`src/rtl/utx_pkg.sv`:
```
package utx_pkg;

    localparam int unsigned WORD_MAX = 8;

    typedef enum logic [2:0] {
        PH_IDLE,
        PH_START,
        PH_DATA,
        PH_PARITY,
        PH_STOP
    } phase_e;

    // Frame shape fields captured at frame start
    typedef struct packed {
        logic [1:0] wlen;       // 0..3 -> 5..8 data bits
        logic       long_stop;  // 1.5 or 2 stop bits
        logic       par_on;     // parity bit present
    } shape_t;

    typedef struct packed {
        logic even;
        logic stick;
    } par_mode_t;

    function automatic shape_t get_shape(input logic [3:0] ctrl);
        shape_t s;
        s.wlen      = ctrl[1:0];
        s.long_stop = ctrl[2];
        s.par_on    = ctrl[3];
        return s;
    endfunction

    function automatic par_mode_t get_par_mode(input logic [1:0] ctrl);
        par_mode_t m;
        m.even  = ctrl[0];
        m.stick = ctrl[1];
        return m;
    endfunction

    // Index of the final data bit for a word-length code
    function automatic logic [2:0] last_index(input logic [1:0] wlen);
        return 3'd4 + {1'b0, wlen};
    endfunction

endpackage

```
`src/rtl/utx_hold_reg.sv`:
```
module utx_hold_reg #(
    parameter int unsigned WIDTH = 8
) (
    input  logic             clk,
    input  logic             rst_n,
    input  logic             wr_en,
    input  logic [WIDTH-1:0] wr_data,
    input  logic             take,
    output logic             full,
    output logic [WIDTH-1:0] data
);

    typedef struct packed {
        logic             full;
        logic [WIDTH-1:0] data;
    } hold_t;

    hold_t st_d, st_q;

    always_comb begin
        st_d = st_q;
        if (take) begin
            st_d.full = 1'b0;
        end
        // a write into an occupied register is dropped
        if (wr_en && !st_q.full) begin
            st_d.full = 1'b1;
            st_d.data = wr_data;
        end
    end

    always_ff @(posedge clk or negedge rst_n) begin
        if (!rst_n) begin
            st_q <= '0;
        end else begin
            st_q <= st_d;
        end
    end

    assign full = st_q.full;
    assign data = st_q.data;

endmodule

```
`src/rtl/utx_parity_gen.sv`:
```
module utx_parity_gen
    import utx_pkg::*;
#(
    parameter int unsigned WIDTH = WORD_MAX
) (
    input  logic [WIDTH-1:0] data,
    input  logic [1:0]       wlen,
    input  par_mode_t        mode,
    output logic             par_bit
);

    logic [WIDTH-1:0] masked;
    logic             ones_odd;

    for (genvar g = 0; g < WIDTH; g++) begin : g_mask
        assign masked[g] = data[g] & (3'(g) <= last_index(wlen));
    end

    assign ones_odd = ^masked;

    always_comb begin
        if (mode.stick) begin
            par_bit = ~mode.even;
        end else if (mode.even) begin
            par_bit = ones_odd;
        end else begin
            par_bit = ~ones_odd;
        end
    end

endmodule

```
`src/rtl/utx_shifter.sv`:
```
module utx_shifter
    import utx_pkg::*;
#(
    parameter int unsigned TICKS_PER_BIT = 16,
    parameter int unsigned WIDTH         = WORD_MAX
) (
    input  logic             clk,
    input  logic             rst_n,
    input  logic             baud_tick,
    input  logic             ld_valid,
    input  logic [WIDTH-1:0] ld_data,
    input  shape_t           ld_shape,
    input  logic             ld_par,
    output logic             ld_take,
    output logic             busy,
    output logic             line_bit
);

    localparam int unsigned  CNT_W        = $clog2(2 * TICKS_PER_BIT);
    localparam logic [CNT_W:0] LEN_BIT      = (CNT_W + 1)'(TICKS_PER_BIT);
    localparam logic [CNT_W:0] LEN_ONE_HALF = (CNT_W + 1)'(TICKS_PER_BIT + TICKS_PER_BIT / 2);
    localparam logic [CNT_W:0] LEN_TWO      = (CNT_W + 1)'(2 * TICKS_PER_BIT);
    localparam logic [CNT_W:0] LEN_UNIT     = (CNT_W + 1)'(1);
    localparam logic [CNT_W-1:0] CNT_ONE    = CNT_W'(1);

    typedef struct packed {
        phase_e           phase;
        logic [CNT_W-1:0] cnt;
        logic [2:0]       idx;
        logic [WIDTH-1:0] shreg;
        shape_t           shape;
        logic             par;
    } sh_t;

    sh_t            st_d, st_q;
    logic [CNT_W:0] phase_len;
    logic           at_end;

    always_comb begin
        phase_len = LEN_BIT;
        if (st_q.phase == PH_STOP && st_q.shape.long_stop) begin
            phase_len = (st_q.shape.wlen == 2'b00) ? LEN_ONE_HALF : LEN_TWO;
        end
        at_end = ({1'b0, st_q.cnt} == (phase_len - LEN_UNIT));
    end

    always_comb begin
        st_d    = st_q;
        ld_take = 1'b0;
        if (st_q.phase == PH_IDLE) begin
            if (ld_valid) begin
                ld_take     = 1'b1;
                st_d.phase  = PH_START;
                st_d.cnt    = '0;
                st_d.idx    = '0;
                st_d.shreg  = ld_data;
                st_d.shape  = ld_shape;
                st_d.par    = ld_par;
            end
        end else if (baud_tick) begin
            if (!at_end) begin
                st_d.cnt = st_q.cnt + CNT_ONE;
            end else begin
                st_d.cnt = '0;
                case (st_q.phase)
                    PH_START: st_d.phase = PH_DATA;
                    PH_DATA: begin
                        st_d.shreg = st_q.shreg >> 1;
                        if (st_q.idx == last_index(st_q.shape.wlen)) begin
                            st_d.phase = st_q.shape.par_on ? PH_PARITY : PH_STOP;
                        end else begin
                            st_d.idx = st_q.idx + 3'd1;
                        end
                    end
                    PH_PARITY: st_d.phase = PH_STOP;
                    default:   st_d.phase = PH_IDLE;
                endcase
            end
        end
    end

    always_ff @(posedge clk or negedge rst_n) begin
        if (!rst_n) begin
            st_q <= '0;
        end else begin
            st_q <= st_d;
        end
    end

    always_comb begin
        case (st_q.phase)
            PH_START:  line_bit = 1'b0;
            PH_DATA:   line_bit = st_q.shreg[0];
            PH_PARITY: line_bit = st_q.par;
            default:   line_bit = 1'b1;
        endcase
    end

    assign busy = (st_q.phase != PH_IDLE);

endmodule

```
`src/rtl/uart_tx_framer.sv`:
```
module uart_tx_framer
    import utx_pkg::*;
#(
    parameter int unsigned TICKS_PER_BIT = 16
) (
    input  logic       clk,
    input  logic       rst_n,
    input  logic       baud_tick,
    input  logic       wr_en,
    input  logic [7:0] wr_data,
    input  logic [6:0] line_ctrl,
    output logic       txd,
    output logic       tx_empty,
    output logic       hold_full
);

    typedef struct packed {
        logic brk;
    } top_t;

    top_t      top_d, top_q;
    logic      brk_q;
    logic [7:0] hold_data;
    logic      take;
    logic      sh_busy;
    logic      sh_line;
    logic      par_bit;
    shape_t    cur_shape;
    par_mode_t cur_mode;

    assign cur_shape = get_shape(line_ctrl[3:0]);
    assign cur_mode  = get_par_mode(line_ctrl[5:4]);

    utx_hold_reg #(.WIDTH(WORD_MAX)) u_hold (
        .clk     (clk),
        .rst_n   (rst_n),
        .wr_en   (wr_en),
        .wr_data (wr_data),
        .take    (take),
        .full    (hold_full),
        .data    (hold_data)
    );

    utx_parity_gen #(.WIDTH(WORD_MAX)) u_par (
        .data    (hold_data),
        .wlen    (cur_shape.wlen),
        .mode    (cur_mode),
        .par_bit (par_bit)
    );

    utx_shifter #(
        .TICKS_PER_BIT (TICKS_PER_BIT),
        .WIDTH         (WORD_MAX)
    ) u_shift (
        .clk       (clk),
        .rst_n     (rst_n),
        .baud_tick (baud_tick),
        .ld_valid  (hold_full),
        .ld_data   (hold_data),
        .ld_shape  (cur_shape),
        .ld_par    (par_bit),
        .ld_take   (take),
        .busy      (sh_busy),
        .line_bit  (sh_line)
    );

    always_comb begin
        top_d     = top_q;
        top_d.brk = line_ctrl[6];
    end

    always_ff @(posedge clk or negedge rst_n) begin
        if (!rst_n) begin
            top_q <= '0;
        end else begin
            top_q <= top_d;
        end
    end

    assign brk_q    = top_q.brk;
    assign txd      = brk_q ? 1'b0 : sh_line;
    assign tx_empty = !hold_full && !sh_busy;

endmodule

```
`config.mk`:
```
export PLATFORM = sky130hd
export DESIGN_NAME = uart_tx_framer
export DESIGN_NICKNAME = d
export VERILOG_FILES = /design/src/rtl/utx_pkg.sv /design/src/rtl/utx_hold_reg.sv /design/src/rtl/utx_parity_gen.sv /design/src/rtl/utx_shifter.sv /design/src/rtl/uart_tx_framer.sv
export SDC_FILE = /design/constraint.sdc
export NUM_CORES = 1
export LEC_CHECK = 0
export ABC_AREA = 0
export BUFFER_PORTS_ARGS = -buffer_cell sky130_fd_sc_hd__buf_2
export CELL_PAD_IN_SITES_DETAIL_PLACEMENT = 1
export CELL_PAD_IN_SITES_GLOBAL_PLACEMENT = 1
export CORE_MARGIN = 2
export CORE_UTILIZATION = 30
export CTS_BUF_LIST = sky130_fd_sc_hd__clkbuf_4
export DETAILED_ROUTE_END_ITERATION = 6
export PLACE_DENSITY = 0.64
export SETUP_SLACK_MARGIN = 0.1
export SLEW_MARGIN = 20
export SYNTH_ARGS = -nofsm -noshare
export SYNTH_HDL_FRONTEND = slang
export SYNTH_SLANG_ARGS = --single-unit
```
`constraint.sdc`:
```
create_clock -name clk -period 1.8 [get_ports clk]
set_input_delay 0.36 -clock clk [delete_from_list [all_inputs] [get_ports clk]]
set_output_delay 0.36 -clock clk [all_outputs]
set_load 0.05 [all_outputs]
```
==> impl_metrics.csv <==
group,metric,value,unit
drt,avgViaCountPerCell,5.146,
drt,routed.top_layer,"met4",
power_and_ir_drop,p_leak,1.167,nW
cells_and_area,multi_input_area,1146,sq um
clock_network,root_buffer,"clkbuf_4",
worst_setup_path,crit_fanout,4,
sta,fin_crit_sh,1.128,
worst_hold_path,hp-class,"input pin to register",
global_routing,grt_pass1_wl,8162,um
clock_network,clock_latency,350,ps
die,rows,28,
drt,drc,0,
place,portBuffers,21,
clock_network,cts_buffers,5,
sta,setup_tns,-3215,ps
drt,wl_met1,2242,um
worst_setup_path,required,2100,ps
clock_network,cts_tree,"done",
synth,yosys_warnings,0,
cells_and_area,nNetsFinal,268,
global_routing,track_usage,0.1611,
die,initial_utilization,0.3113,
synth,syn_nets,205,
sta,rsz0062_at_grt,"true",
job,cap_violations,0,
synth,yosys.area.top_type_share,0.4588,
cells_and_area,area_delta_synth_final,44.06,%
die,dieArea,6826,sq um
die,die_x,82.62,um
worst_setup_path,crit_path_start_kind,"register",
status,violations,"negative setup slack",
drt,ant_nets,0,
worst_setup_path,worstPathArrival,2330,ps
drt,wl_per_cell,15.86,um
global_routing,global_route.overflow_total,0,
sta,slew_violations,0,
synth,ys_ff_latch,34,
synth,synthTopCellsByArea,"dfrtp_1 (46%), mux2_2 (9.1%), nand2_1 (7.7%)",
power_and_ir_drop,powerDensity,1417,nW/um^2
sta,hold_viol,0,
drt,drt_pass1_iterations,4,
synth,syn_avg_cell_area,10.08,sq um
cells_and_area,register_area,852.1,sq um
clock_network,htreeDepth,2,
drt,num_vias,1662,
drt,met2WireLength,2643,um
cells_and_area,nFillCells,680,
sta,max_freq,492.3,MHz
worst_setup_path,path_class,"register to register",
synth,synth_largest_area_cell,"dfrtp_1",
synth,syn_inst,184,
sta,finalClockSkew,9.383,ps
synth,synth_most_common_cell,"nand2_1",
cells_and_area,drive_above_1_share,0.4597,
place,hpwl,3470,um
sta,finalCriticalPeriod,2031,ps
drt,dr_wl_met3,137,um
synth,synth_ff_type,"dfrtp_1",
synth,syn-cell-area,1854,sq um
global_routing,grt_max_degree,35,
die,die_h,82.62,um
global_routing,antenna_found_initial,0,
synth,yosysSeqAreaShare,0.4588,
cells_and_area,diodes,0,
synth,synth_edf_count,0,
sta,finalSetupViolCount,18,
synth,ys_types,44,
clock_network,cts.sinks,34,
synth,synth_common_cells,"nand2_1 (38), dfrtp_1 (34), o21ai_0 (16)",
worst_setup_path,cp-end-kind,"register",
die,coreArea,5956,sq um
clock_network,clk_pin_slew,120,ps
die,io_pins,22,
sta,timing.hold.ws,110.9,ps
clock_network,clk_path_buf_depth,2,
synth,synthArstFlopShare,1.000,
global_routing,grt_pass1_vias,1731,
status,status,"finished with violations",
sta,worst_slew_pin_slew,428.2,ps
drt,drtIter0Drc,50,
drt,routed_wl,5123,um
power_and_ir_drop,ir_worst_vdd,0.7957,mV
sta,worst_slack,-231.2,ps
sta,slew_headroom,0.7105,
place,gp_congestion,0.7503,
==> registers in the layout, summed over array words and instances (netlist names) <==
register,cells
brk_q,1
u_hold.data,8
u_hold.full,1
u_shift.st_q,24
==> stage by stage <==
step	cells	utilization	total power [mW]	setup slack, ps	cell area, sq um
after floorplan	184	-	2.306	-121.2	1874
after global placement	300	0.3786	2.803	-79.79	2255
after detailed placement	300	0.3786	2.864	-167.7	2255
after CTS	318	0.4202	3.658	-155.3	2502
after global routing	323	0.4485	4.076	-297.2	2671
final	323	0.4485	3.784	-231.2	2671
==> final cells by class <==
cell class	count	share of cell area
Clock buffer	5	0.01405
Clock inverter	3	0.01686
Inverter	3	0.004215
Multi-Input combinational cell	140	0.4290
Sequential cell	34	0.3190
Tap cell	75	0.03513
Timing Repair Buffer	63	0.1817
==> logic make-up after synthesis <==
| group | share of synthesized area |
|---|---|
| flip-flops | 0.4588 |
| AO/OA/AOI/OAI | 0.1539 |
| multiplexers | 0.09109 |
| buffers and inverters | 0.02429 |
| adder cells (fa/ha/maj) | 0.01349 |
| AND/OR/NAND/NOR | 0.2227 |
| XOR/XNOR | 0.03576 |
==> final timing paths <==
| kind | startpoint | endpoint | slack (ps) | depth (start not counted) |
|---|---|---|---|---|
| setup / recovery | u_shift.st_q[21] | u_shift.st_q[21] | -230 | 6 |
| hold / removal | line_ctrl[6] | brk_q | 110 | 1 |
| setup reg to reg | u_shift.st_q[21] | u_shift.st_q[21] | -230 | 6 |
| hold reg to reg | u_shift.st_q[0] | u_shift.st_q[0] | 520 | 2 |
| max in group asynchronous | rst_n | u_hold.data[6] | 1100 | 3 |
| min in group asynchronous | rst_n | u_shift.st_q[18] | 490 | 3 |
==> placed cells by master, fill, tap and decap left out, types with 2 or more instances in the layout <==
cell type,instances
inv_1,3
a31oi_1,5
ha_1,2
buf_2,19
nor4_4,2
o21ai_2,4
buf_6,10
clkinvlp_4,2
and2_1,3
a21o_1,2
o21ai_0,10
nor2_1,3
o21ai_1,2
clkbuf_4,5
o31ai_2,2
o31a_1,2
nand2_1,37
buf_4,31
or3_4,2
xnor2_1,3
nand3_1,9
mux2_2,15
and4_1,2
o31ai_4,2
dfrtp_1,33
==> worst max-delay path: stages, from the launching register on <==
cell and delay, ps:
dfrtp_1 400, nand4bb_4 290, nor4_4 290, o2111ai_4 210
buf_4 200, or4_1 490, nand3_1 90
==> what timing repair did <==
item / 4_1_cts / 5_1_grt
resized for setup: 20 / 31
hold buffers: 1 / 0
endpoints found under the setup margin: 20 / 22
pin swaps: 10 / 13
endpoints found under the hold margin: 34 / 0
buffers inserted: 10 / 5
gates cloned: 0 / 0
==> report_power, final <==
part           leakage, nW  switching, mW  total, mW  internal [mW]
logic                0.720          0.842       1.82          0.979
clock network       0.0374          0.301      0.592          0.291
registers            0.410          0.314       1.37           1.06
total                 1.17           1.46       3.78           2.33
==> routing by layer <==
metal  up-vias  global-route usage
li1        800                   -
met1       828              0.1825
met2        25              0.2968
met3         9             0.03370
met4         0             0.05738
met5         -                   0
Note: power is estimated with default switching activity, not from simulation.
